===== src/rtl/loop_fetch_pkg.sv =====
// Shared types for the loop-capturing prefetch buffer controller.
// Assumes a two-bit branch kind code supplied by the decoder.
package loop_fetch_pkg;

    typedef enum logic [1:0] {
        BK_PLAIN   = 2'd0,
        BK_DELAYED = 2'd1,
        BK_RETURN  = 2'd2,
        BK_FRAME   = 2'd3
    } br_kind_e;

    typedef enum logic [1:0] {
        ACT_NONE  = 2'd0,
        ACT_KEEP  = 2'd1,
        ACT_FLUSH = 2'd2
    } br_act_e;

endpackage


===== src/rtl/lfb_window_chk.sv =====
// Classifies a taken branch as keep, flush or no-op from the pointer window.
// Assumes word pointers, look-back <= execute, and unsigned compares without wrap.
module lfb_window_chk
    import loop_fetch_pkg::*;
#(
    parameter int PW     = 30,
    parameter int MARGIN = 2
) (
    input  logic          br_valid,
    input  br_kind_e      kind,
    input  logic          short_form,
    input  logic          in_slot,
    input  logic          mode,
    input  logic [PW-1:0] lb,
    input  logic [PW-1:0] la,
    input  logic [PW-1:0] ex,
    input  logic [PW-1:0] tw,
    output br_act_e       act
);
    localparam logic [PW-1:0] MARGIN_W = PW'(MARGIN);

    logic eligible;
    logic backward;
    logic hit;
    logic wait_miss;

    // Window test and action selection for the current branch.
    always_comb begin
        eligible  = short_form && !in_slot &&
                    ((kind == BK_PLAIN) || (kind == BK_DELAYED));
        backward  = (tw <= ex);
        hit       = eligible && (backward ? (tw >= lb) : (tw <= la + MARGIN_W));
        wait_miss = eligible && !backward && !hit &&
                    (kind == BK_DELAYED) && mode;
        if (!br_valid || kind == BK_FRAME) begin
            act = ACT_NONE;
        end else if (hit || wait_miss) begin
            act = ACT_KEEP;
        end else begin
            act = ACT_FLUSH;
        end
    end

endmodule


===== src/rtl/lfb_ptr_ctrl.sv =====
// Holds look-back, look-ahead and execute word pointers and drives prefetch.
// Assumes one word per accepted request and that a flush outranks a load.
module lfb_ptr_ctrl
    import loop_fetch_pkg::*;
#(
    parameter int PW       = 30,
    parameter int AHEAD    = 8,
    parameter int CAPACITY = 32
) (
    input  logic          clk,
    input  logic          rst_n,
    input  br_act_e       act,
    input  logic [PW-1:0] tw,
    input  logic          t_hw,
    input  logic          exec_step,
    input  logic          mem_ready,
    output logic [PW-1:0] lb,
    output logic [PW-1:0] la,
    output logic [PW-1:0] ex,
    output logic          hw_off,
    output logic          fetch_req,
    output logic          decode_stall
);
    localparam logic [PW-1:0] ONE_W   = PW'(1);
    localparam logic [PW-1:0] AHEAD_W = PW'(AHEAD);
    localparam logic [PW-1:0] CAP_W   = PW'(CAPACITY);

    logic [PW-1:0] lb_q, la_q, ex_q;
    logic          hw_q;
    logic [PW-1:0] la_inc;
    logic          accept;

    // Request, stall and load-acceptance decode from the current pointers.
    always_comb begin
        decode_stall = !(ex_q < la_q);
        fetch_req    = (la_q < ex_q) || ((la_q - ex_q) < AHEAD_W);
        accept       = fetch_req && mem_ready;
        la_inc       = la_q + ONE_W;
    end

    // Pointer update: flush, word load, capacity trim and execute advance.
    always_ff @(posedge clk) begin
        if (!rst_n) begin
            lb_q <= '0;
            la_q <= '0;
            ex_q <= '0;
            hw_q <= 1'b0;
        end else if (act == ACT_FLUSH) begin
            lb_q <= tw;
            la_q <= tw;
            ex_q <= tw;
            hw_q <= t_hw;
        end else begin
            if (accept) begin
                la_q <= la_inc;
                hw_q <= 1'b0;
                if ((la_inc - lb_q) > CAP_W) begin
                    lb_q <= lb_q + ONE_W;
                end
            end
            if (act == ACT_KEEP) begin
                ex_q <= tw;
            end else if (exec_step && !decode_stall) begin
                ex_q <= ex_q + ONE_W;
            end
        end
    end

    assign lb     = lb_q;
    assign la     = la_q;
    assign ex     = ex_q;
    assign hw_off = hw_q;

endmodule


===== src/rtl/lfb_mode_reg.sv =====
// Cache mode flag: updated by branch kind, else by direct set/clear.
// Assumes the saved status bit is already selected by the caller.
module lfb_mode_reg
    import loop_fetch_pkg::*;
(
    input  logic     clk,
    input  logic     rst_n,
    input  logic     br_valid,
    input  br_kind_e kind,
    input  logic     saved_bit,
    input  logic     set_i,
    input  logic     clr_i,
    output logic     mode
);
    logic mode_q;

    // Flag update with branch events ahead of direct writes.
    always_ff @(posedge clk) begin
        if (!rst_n) begin
            mode_q <= 1'b0;
        end else if (br_valid) begin
            case (kind)
                BK_PLAIN:   mode_q <= 1'b0;
                BK_DELAYED: mode_q <= mode_q;
                BK_RETURN:  mode_q <= saved_bit;
                default:    mode_q <= 1'b0;
            endcase
        end else if (clr_i) begin
            mode_q <= 1'b0;
        end else if (set_i) begin
            mode_q <= 1'b1;
        end
    end

    assign mode = mode_q;

endmodule


===== src/rtl/loop_fetch_buf.sv =====
// Top of the loop-capturing prefetch buffer controller.
// Assumes byte addresses, 4-byte words and 2-byte instruction halfwords.
module loop_fetch_buf
    import loop_fetch_pkg::*;
#(
    parameter int ADDR_W   = 32,
    parameter int STATUS_W = 32,
    parameter int MODE_BIT = 4,
    parameter int AHEAD    = 8,
    parameter int CAPACITY = 32,
    parameter int MARGIN   = 2
) (
    input  logic                clk,
    input  logic                rst_n,
    input  logic                br_taken,
    input  logic [1:0]          br_kind,
    input  logic [ADDR_W-1:0]   br_target,
    input  logic                br_short,
    input  logic                br_in_slot,
    input  logic [STATUS_W-1:0] saved_status,
    input  logic                mode_set,
    input  logic                mode_clr,
    input  logic                exec_step,
    input  logic                mem_ready,
    output logic                fetch_req,
    output logic [ADDR_W-1:0]   fetch_addr,
    output logic                decode_stall,
    output logic                mode_flag
);
    localparam int PW = ADDR_W - 2;

    br_kind_e      kind_w;
    br_act_e       act_w;
    logic [PW-1:0] lb_w, la_w, ex_w;
    logic          hw_w;
    logic          unused_bits;

    assign kind_w      = br_kind_e'(br_kind);
    assign unused_bits = ^{br_target[0], saved_status};

    lfb_window_chk #(.PW(PW), .MARGIN(MARGIN)) win_i (
        .br_valid   (br_taken),
        .kind       (kind_w),
        .short_form (br_short),
        .in_slot    (br_in_slot),
        .mode       (mode_flag),
        .lb         (lb_w),
        .la         (la_w),
        .ex         (ex_w),
        .tw         (br_target[ADDR_W-1:2]),
        .act        (act_w)
    );

    lfb_ptr_ctrl #(.PW(PW), .AHEAD(AHEAD), .CAPACITY(CAPACITY)) ptr_i (
        .clk          (clk),
        .rst_n        (rst_n),
        .act          (act_w),
        .tw           (br_target[ADDR_W-1:2]),
        .t_hw         (br_target[1]),
        .exec_step    (exec_step),
        .mem_ready    (mem_ready),
        .lb           (lb_w),
        .la           (la_w),
        .ex           (ex_w),
        .hw_off       (hw_w),
        .fetch_req    (fetch_req),
        .decode_stall (decode_stall)
    );

    lfb_mode_reg mode_i (
        .clk       (clk),
        .rst_n     (rst_n),
        .br_valid  (br_taken),
        .kind      (kind_w),
        .saved_bit (saved_status[MODE_BIT]),
        .set_i     (mode_set),
        .clr_i     (mode_clr),
        .mode      (mode_flag)
    );

    assign fetch_addr = {la_w, hw_w, 1'b0};

endmodule


===== config.mk =====
export PLATFORM = sky130hd
export DESIGN_NAME = loop_fetch_buf
export DESIGN_NICKNAME = d
export VERILOG_FILES = /design/src/rtl/loop_fetch_pkg.sv /design/src/rtl/lfb_window_chk.sv /design/src/rtl/lfb_ptr_ctrl.sv /design/src/rtl/lfb_mode_reg.sv /design/src/rtl/loop_fetch_buf.sv
export SDC_FILE = /design/constraint.sdc
export NUM_CORES = 1
export LEC_CHECK = 0
export ABC_AREA = 1
export BUFFER_PORTS_ARGS = -buffer_cell sky130_fd_sc_hd__buf_2
export CORE_UTILIZATION = 40
export DETAILED_ROUTE_END_ITERATION = 10
export GPL_ROUTABILITY_DRIVEN = 0
export PLACE_DENSITY_LB_ADDON = 0.05
export SLEW_MARGIN = 20
export SYNTH_ARGS = -nofsm -noshare
export SYNTH_HDL_FRONTEND = slang
export SYNTH_SLANG_ARGS = --single-unit

===== constraint.sdc =====
create_clock -name clk -period 3.96 [get_ports clk]
set_input_delay 0.594 -clock clk [delete_from_list [all_inputs] [get_ports clk]]
set_output_delay 0.594 -clock clk [all_outputs]
set_load 0.01 [all_outputs]

==> run metrics, run 1 <==
status complete, but fails checks; failing checks negative setup slack; clk sink count 92; WS Path Type reg -> reg; crit end category flop; f_max 246.9 MHz; CTS Hold Buffers Added 0; 1st-iter DRT viols 1425; DRC Markers 0; Post-synth EDFFs 0; clk buf depth 2; Clock Latency Late Sink 0.38 ns; first-pass GRT wire length 81.41 mm; most frequent cell after synthesis nand2_1; asr flop ratio synth 0%; initial core utilization 41.10%; area post-placement 0.01596 mm²; Hold Fails Final Rpt 0; total grt overflow 0; final std cells w/o fill 3181; largest cells by area after synthesis nand2_1, ha_1, dfxtp_1, inv_1, nand3_1; via count 16460; Pre-antenna DRT Iters 6; DP Wirelength 43.00 mm; register bit total from synthesis 92; Critical Path AT 4.32 ns; Worst setup SP type flop; die width 188.5 µm; Setup Skew 0.008426 ns; slew margin rel. 41.69%; Tot Pwr 7.359 mW; Peak VDD IR 206.0 µV; pin count of the biggest net entering global routing 54; clk root buf clkbuf_16; leak pwr 9.275 nW; min-delay worst type in -> reg; Place WS -0.4447 ns; die height 188.5 µm; Synth cell types 45; Inst Count DP 3124; mapped cell area 0.01392 mm²; cells after synthesis 2482; CTS tree built; final hold slack 0.4267 ns; TNS Setup -1.432 ns; Syn Area/Cell 5.608 µm²; initial antenna violation count 0; Yosys top cell area share 23.11%; RSZ-0062 raised after global routing yes; Rows 67; register area share after synthesis 13.23%; fin worst setup slack -0.09036 ns; Final Cycle Share 102.3%; post-synth top area cell nand2_1; port bufs 76; Worst Max-Slew Pin Slew 0.8736 ns; WL/cell 17.03 µm; max-cap violation count 0; Post-Syn Nets 2712; number of global-route vias before repair 14620; WL final 54.17 mm; vias per inst 5.176; P per Cell Area 412.5 mW/mm²; Final Max Slew Viols 0; Reg clk slew, reported paths 0.07 ns; # IOs 110; final setup violation count 30; final core utilization 52.67%; Inserted Clock Buffers 9; Antenna Diode Count 0; Post-synth top cells nand2_1, inv_1, nor2_1; share of layout cells above drive strength 1 20.56%; DRT antenna net count 0; Net count, final 2958; ys flop type dfxtp_1; die area 0.03555 mm²; Yosys warnings 0; Core ar. 0.03387 mm²; CTS H-tree depth 3; area grow syn2layout 28.17%; post-layout minimum cycle time 4.050 ns; Crit Path Max Fanout 6; overall routing resource usage 29.34%; WP data required 4.23 ns; Finished Cell Area 0.01784 mm²
kinds of logic (layout without fill, tap and decap cells):
| logic type | after synthesis | in the layout | synth area share (%) |
|---|---|---|---|
| xor+xnor | 98 | 98 | 6.167 |
| simple gates | 1500 | 1501 | 45.82 |
| buf+inv | 415 | 665 | 11.98 |
| other cells | 1 | 1 | 0.02694 |
| fa+ha+maj | 155 | 155 | 13.99 |
| compound gates | 221 | 221 | 8.783 |
| flops | 92 | 92 | 13.23 |
worst max-delay path: stages, from the launching register on:
cell and delay (ns):
dfxtp_4 0.38, buf_4 0.15, ha_2 0.20, nand2_1 0.11, nor3_2 0.19, buf_4 0.16
buf_4 0.11, nand2_1 0.10, xor2_1 0.16, inv_1 0.11, ha_1 0.40, a21oi_2 0.22
nor2_1 0.07, nor2_2 0.11, nand2_2 0.07, a21oi_4 0.13, nand2_1 0.08, nand2_1 0.08
nand2_1 0.07, nor2_1 0.12, nand3_1 0.08, nor2_1 0.13, nand3_2 0.11, nand3_4 0.22
clkbuf_16 0.20, nand3_1 0.07, nand2_1 0.07, nor2_1 0.04
per-layer routing:
layer	vias to the layer above	share of wire, %	wire length (µm)	track usage (%)
li1	8413	-	-	-
met5	-	0	0	0
met4	0	2.0	1064	7.196
met2	538	41	22270	44.23
met1	7451	50	27110	43.36
met3	62	6.9	3736	4.060
state kept, by name, indices dropped and copies added (netlist names):
name / count
ptr_i.hw_off: 1
ptr_i.la: 30
mode_i.mode: 1
ptr_i.lb: 30
ptr_i.ex: 30
cells in the final DEF, fill, tap and decap left out, types with 4 or more instances in the layout:
master,instances
xor2_2,4
nor3_1,38
xnor2_1,16
nand3_1,162
nand4_1,50
and2_1,5
nand2_2,39
nor2_1,210
inv_2,18
buf_2,76
nand3b_1,17
a31oi_1,14
o211ai_1,4
a21oi_2,10
o21a_1,4
o21ai_0,42
nand2_4,6
nor4_1,5
inv_1,336
buf_4,188
a21oi_1,111
dfxtp_1,89
nand3_4,6
nor2_4,14
xor2_1,73
ha_4,16
buf_6,7
buf_12,10
o21bai_1,5
nor2_2,61
clkbuf_16,19
ha_1,136
nand3_2,39
xnor2_2,4
a211oi_1,11
nand2_1,823
nor3_2,13
layout make-up:
| type | instances | area [µm²] |
|---|---|---|
| Clock inverter | 3 | 21.27 |
| Timing Repair Buffer | 293 | 2364 |
| Fill cell | 3537 | 16030 |
| Clock buffer | 13 | 250.2 |
| Sequential cell | 92 | 1851 |
| Tap cell | 448 | 560.5 |
| Multi-Input combinational cell | 1976 | 11450 |
| Inverter | 356 | 1343 |
power by group:
part	internal (mW)	switching (mW)	leakage (nW)	total (mW)
registers	1.06	0.127	0.760	1.18
clock network	0.447	0.446	0.130	0.894
logic	2.00	3.29	8.38	5.28
repair_timing:
item,in CTS,in global routing
endpoints found under the setup margin,46,62
pin swaps,8,93
buffers inserted,7,22
resized for setup,47,208
cloned,1,11
worst paths after layout:
path                startpoint            to  slack [ns]  depth (start not counted)
setup / recovery   ptr_i.la[1]   ptr_i.lb[6]       -0.09                         27
hold / removal        br_taken   mode_i.mode        0.43                          2
setup reg to reg   ptr_i.la[1]   ptr_i.lb[6]       -0.09                         27
hold reg to reg   ptr_i.hw_off  ptr_i.hw_off        0.49                          2
Note: power is estimated with default switching activity, not from simulation.
==> run 2, diff against run 1 <==
- CORE_MARGIN: default -> 2
==> run 2 against run 1 <==
Sequential power is essentially flat. Non-clock buffer count grew 4. Cell count grew 0.31%. Via count up 1.1%. The run still ends with negative setup slack left. First-iteration DRC count decreased by 4.8%. Die area is 2.1% higher. Sequential share of layout area decreased by 0.10 points. Worst hold slack got worse by 0.0026 ns.
==> run metrics, run 2 (same netlist as run 1, synthesis figures left out) <==
pin count of the biggest net entering global routing 54; slowest stage cell on the critical path dfxtp_4; vias per inst 5.214; Reg clk slew, reported paths 0.07 ns; crit end category flop; Hold Startpoint br_taken; Final Cycle Share 100.3%; area grow syn2layout 29.61%; WP data required 4.23 ns; commonest non-fill, non-tap cell in the layout nand2_1; die height 190.5 µm; # IOs 110; DRC Markers 0; delay-heaviest family, CP simple AND/OR/NAND/NOR gates; final std cells w/o fill 3191; CTS H-tree depth 3; clk buf depth 2; fin worst setup slack -0.01054 ns; CTS tree built; die area 0.03630 mm²; WS Path Type reg -> reg; initial core utilization 40.49%; Net count, final 2961; most frequent cells in the layout nand2_1, inv_1, nor2_1; Pre-antenna DRT Iters 7; leak pwr 9.333 nW; clk sink count 92; Inst Count DP 3122; DRT antenna net count 0; Worst Path Buf+Inv 7; initial antenna violation count 0; Max stage delay on crit path 0.37 ns; number of global-route vias before repair 14750; Worst setup SP type flop; post-layout minimum cycle time 3.971 ns; Final Max Slew Viols 0; WL/cell 17.00 µm; Critical Path AT 4.24 ns; final hold slack 0.4241 ns; Tot Pwr 7.428 mW; RR Startpoint ptr_i.la[1]; WL final 54.24 mm; CTS Hold Buffers Added 0; min-delay worst type in -> reg; die width 190.5 µm; total grt overflow 0; slew margin rel. 25.60%; clk root buf clkbuf_16; via count 16640; FILL cells 3656; Peak VDD IR 225.3 µV; first-pass GRT wire length 81.61 mm; Antenna Diode Count 0; Worst Max-Slew Pin Slew 1.115 ns; status complete, but fails checks; 1st-iter DRT viols 1357; port bufs 76; Hold Fails Final Rpt 0; Core ar. 0.03437 mm²; DP Wirelength 42.78 mm; Inserted Clock Buffers 9; P per Cell Area 411.8 mW/mm²; failing checks negative setup slack; Worst setup startpoint ptr_i.la[1]; Clock Latency Late Sink 0.37 ns; overall routing resource usage 29.02%; share of layout cells above drive strength 1 21.64%; max-cap violation count 0; Setup Skew 0.008745 ns; final setup violation count 5; Crit Path Max Fanout 7; Rows 68; RSZ-0062 raised after global routing yes; f_max 251.9 MHz
run 2: cell count changes in the layout (fill, tap and decap cells not counted), sizes merged:
cell	delta
buf	+9
clkbuf	-4
inv	-1
nand2	-1
run 2: cell type report:
cell class              count  area (µm²)  area share [%]
clock buffers              14       284.0           1.574
clock inverters             2       16.27         0.09017
inverters                 356        1345           7.456
multi-input cells        1975       11600           64.32
flip-flops and latches     92        1853           10.27
well taps                 455       569.3           3.156
repair buffers            297        2369           13.13
run 2: repair_timing:
item                                    4_1_cts  5_1_grt
setup buffers                                32       18
cloned                                        4        6
hold endpoints to repair                      0        0
gates resized for setup                     131      177
endpoints found under the setup margin       49       62
pin swaps                                    20       98
run 2: report_power, final:
part           switching [mW]  internal, mW  leakage, nW
Clock                   0.439         0.498        0.145
Sequential              0.126          1.06        0.762
Combinational            3.30          2.01         8.43
run 2: metrics by stage:
step / worst slack (ns) / setup TNS, ns / area, µm² / util [%]
after floorplan: 0.1677 / 0 / 13920 / -
after global placement: -0.3744 / -10.90 / 15890 / 46.21
after detailed placement: -0.3562 / -10.69 / 15890 / 46.21
after CTS: -0.02116 / -0.05142 / 17180 / 49.97
after global routing: -0.2527 / -7.310 / 18040 / 52.48
final: -0.01054 / -0.02767 / 18040 / 52.48
run 2: routing by layer:
| layer | global-route usage (%) | share of wire, % | wire (µm) |
|---|---|---|---|
| met1 | 43.29 | 49 | 26620 |
| met2 | 44.70 | 42 | 22920 |
| met5 | 0 | 0 | 0 |
| met4 | 4.234 | 1.2 | 640 |
| met3 | 4.141 | 7.5 | 4056 |
run 2: path summary, 6_finish.rpt:
check	end	slack (ns)	cells after the start
min	mode_i.mode	0.42	2
max reg2reg	ptr_i.lb[22]	-0.01	31
max	ptr_i.lb[22]	-0.01	31
min reg2reg	ptr_i.hw_off	0.48	2
run 2: worst register-to-register path: cells and delay by family, from the launching register on:
kind | cells | cell delay, ns
fa+ha+maj | 2 | 0.47
flops | 1 | 0.37
simple gates | 21 | 1.91
xor+xnor | 1 | 0.22
buf+inv | 7 | 0.90
==> run 3, diff against run 2 <==
- RECOVER_POWER: default -> 100
- SETUP_SLACK_MARGIN: default -> 0.5
==> run 3 against run 2 <==
The run still ends with negative setup slack left. Global-route usage grew 0.88 points. Sequential share of layout area down 0.14 points. Combinational power rose by 3%. Critical path depth rose by 2. Clock skew rose by 0.0029 ns.
==> run metrics, run 3 (same netlist as run 1, synthesis figures left out) <==
WL/cell 17.34 µm; leak pwr 9.388 nW; post-layout minimum cycle time 3.994 ns; Worst setup SP type flop; Worst Max-Slew Pin Slew 1.019 ns; final core utilization 53.40%; WS Path Type reg -> reg; hold depth 2; pin count of the biggest net entering global routing 54; number of global-route vias before repair 15070; WP data required 4.23 ns; Worst Reg-to-Reg Cells 33; Pre-antenna DRT Iters 6; Inserted Clock Buffers 9; Max stage delay on crit path 0.39 ns; failing checks negative setup slack; Critical Path AT 4.26 ns; Net count, final 2963; die height 190.5 µm; Peak VDD IR 233.9 µV; clk sink count 92; commonest non-fill, non-tap cell in the layout nand2_1; first-pass GRT wire length 83.77 mm; vias per inst 5.226; WL final 55.33 mm; Worst Path Buf+Inv 8; DP Wirelength 42.63 mm; clk buf depth 2; CTS tree built; share of layout cells above drive strength 1 21.97%; Clock Latency Late Sink 0.37 ns; initial core utilization 40.49%; slew margin rel. 31.98%; delay-heaviest family, CP simple AND/OR/NAND/NOR gates; DRT antenna net count 0; DRC Markers 0; CTS Hold Buffers Added 0; Core ar. 0.03437 mm²; Reg2Reg Setup Slack -0.03 ns; reg-to-reg endpoint ptr_i.lb[11]; Final Cycle Share 100.9%; status complete, but fails checks; final std cells w/o fill 3190; initial antenna violation count 0; final setup violation count 12; via count 16670; slowest stage cell on the critical path dfxtp_4; Final Max Slew Viols 0; die width 190.5 µm; Hold Startpoint br_taken; Rows 68; Reg clk slew, reported paths 0.08 ns; TNS Setup -0.2031 ns; area grow syn2layout 31.88%; P per Cell Area 413.8 mW/mm²; Hold Fails Final Rpt 0; f_max 250.4 MHz; total grt overflow 0; # IOs 110; RR Startpoint ptr_i.la[1]; hold path endpoint mode_i.mode; fin worst setup slack -0.03382 ns; die area 0.03630 mm²; min-delay worst type in -> reg; Setup Skew 0.01168 ns; crit end category flop; RSZ-0062 raised after global routing yes; max-cap violation count 0; CTS H-tree depth 3; Crit Path Max Fanout 7; clk root buf clkbuf_16; Inst Count DP 3108; most frequent cells in the layout nand2_1, inv_1, nor2_1; 1st-iter DRT viols 1396; Worst setup startpoint ptr_i.la[1]; port bufs 76; Antenna Diode Count 0; overall routing resource usage 29.89%
## run 3: how the worst max path moves through the flow
stage                        end  slack (ns)  cells past startpoint
finish              ptr_i.lb[11]       -0.03                     33
global route        ptr_i.lb[12]       -0.30                     32
CTS                  ptr_i.lb[6]       0.004                     27
detailed placement   ptr_i.lb[0]       -0.20                     26
global placement     ptr_i.lb[4]       -0.16                     28
floorplan           ptr_i.lb[10]        0.51                     31
## run 3: area by class of cell
cell class                 count  area, µm²
clock buffer                  11      242.7
clock inverter                 2      37.54
fill                        3595      16020
inverter                     356       1343
multi-input combinational   1976      11690
sequential                    92       1861
tap                          455      569.3
timing repair buffer         298       2616
## run 3: power by group
| group | switching (mW) | leakage (nW) | total (mW) | internal [mW] |
|---|---|---|---|---|
| Combinational | 3.37 | 8.49 | 5.47 | 2.11 |
| Sequential | 0.131 | 0.762 | 1.19 | 1.06 |
| Clock | 0.436 | 0.134 | 0.935 | 0.499 |
## run 3: repair_timing
action / in CTS / in global routing
endpoints found under the setup margin: 62 / 92
pin swaps: 72 / 71
endpoints found under the hold margin: 0 / 0
gates resized for setup: 184 / 134
cloned: 12 / 4
setup buffers: 41 / 12
## run 3: layer usage
layer | vias to the layer above | GRT usage [%] | part of all wire, % | wire length [µm]
met4 | 2 | 4.114 | 1.2 | 682
li1 | 8416 | - | - | -
met5 | - | 1.511 | 0.12 | 69
met1 | 7646 | 44.43 | 49 | 27270
met3 | 54 | 4.214 | 7.4 | 4114
met2 | 554 | 46.27 | 42 | 23190
## run 3: per-stage QoR
step	hold slack [ns]	setup slack, ns	area, µm²	power [mW]
floorplan	0.4579	0.5062	14030	4.271
global placement	0.4671	-0.1608	15840	5.633
detailed placement	0.4777	-0.2040	15840	5.693
CTS	0.4158	0.004104	17590	7.185
global route	0.4389	-0.2981	18360	8.246
finish	0.4208	-0.03382	18360	7.596
## run 3: worst reg2reg max path: cells and delay by family, from the launching register on
kind	cells	cell delay, ns
flip-flops	1	0.39
AND/OR/NAND/NOR	19	1.71
AO/OA/AOI/OAI	3	0.46
adder cells (fa/ha/maj)	2	0.37
buffers and inverters	8	0.81
XOR/XNOR	1	0.16
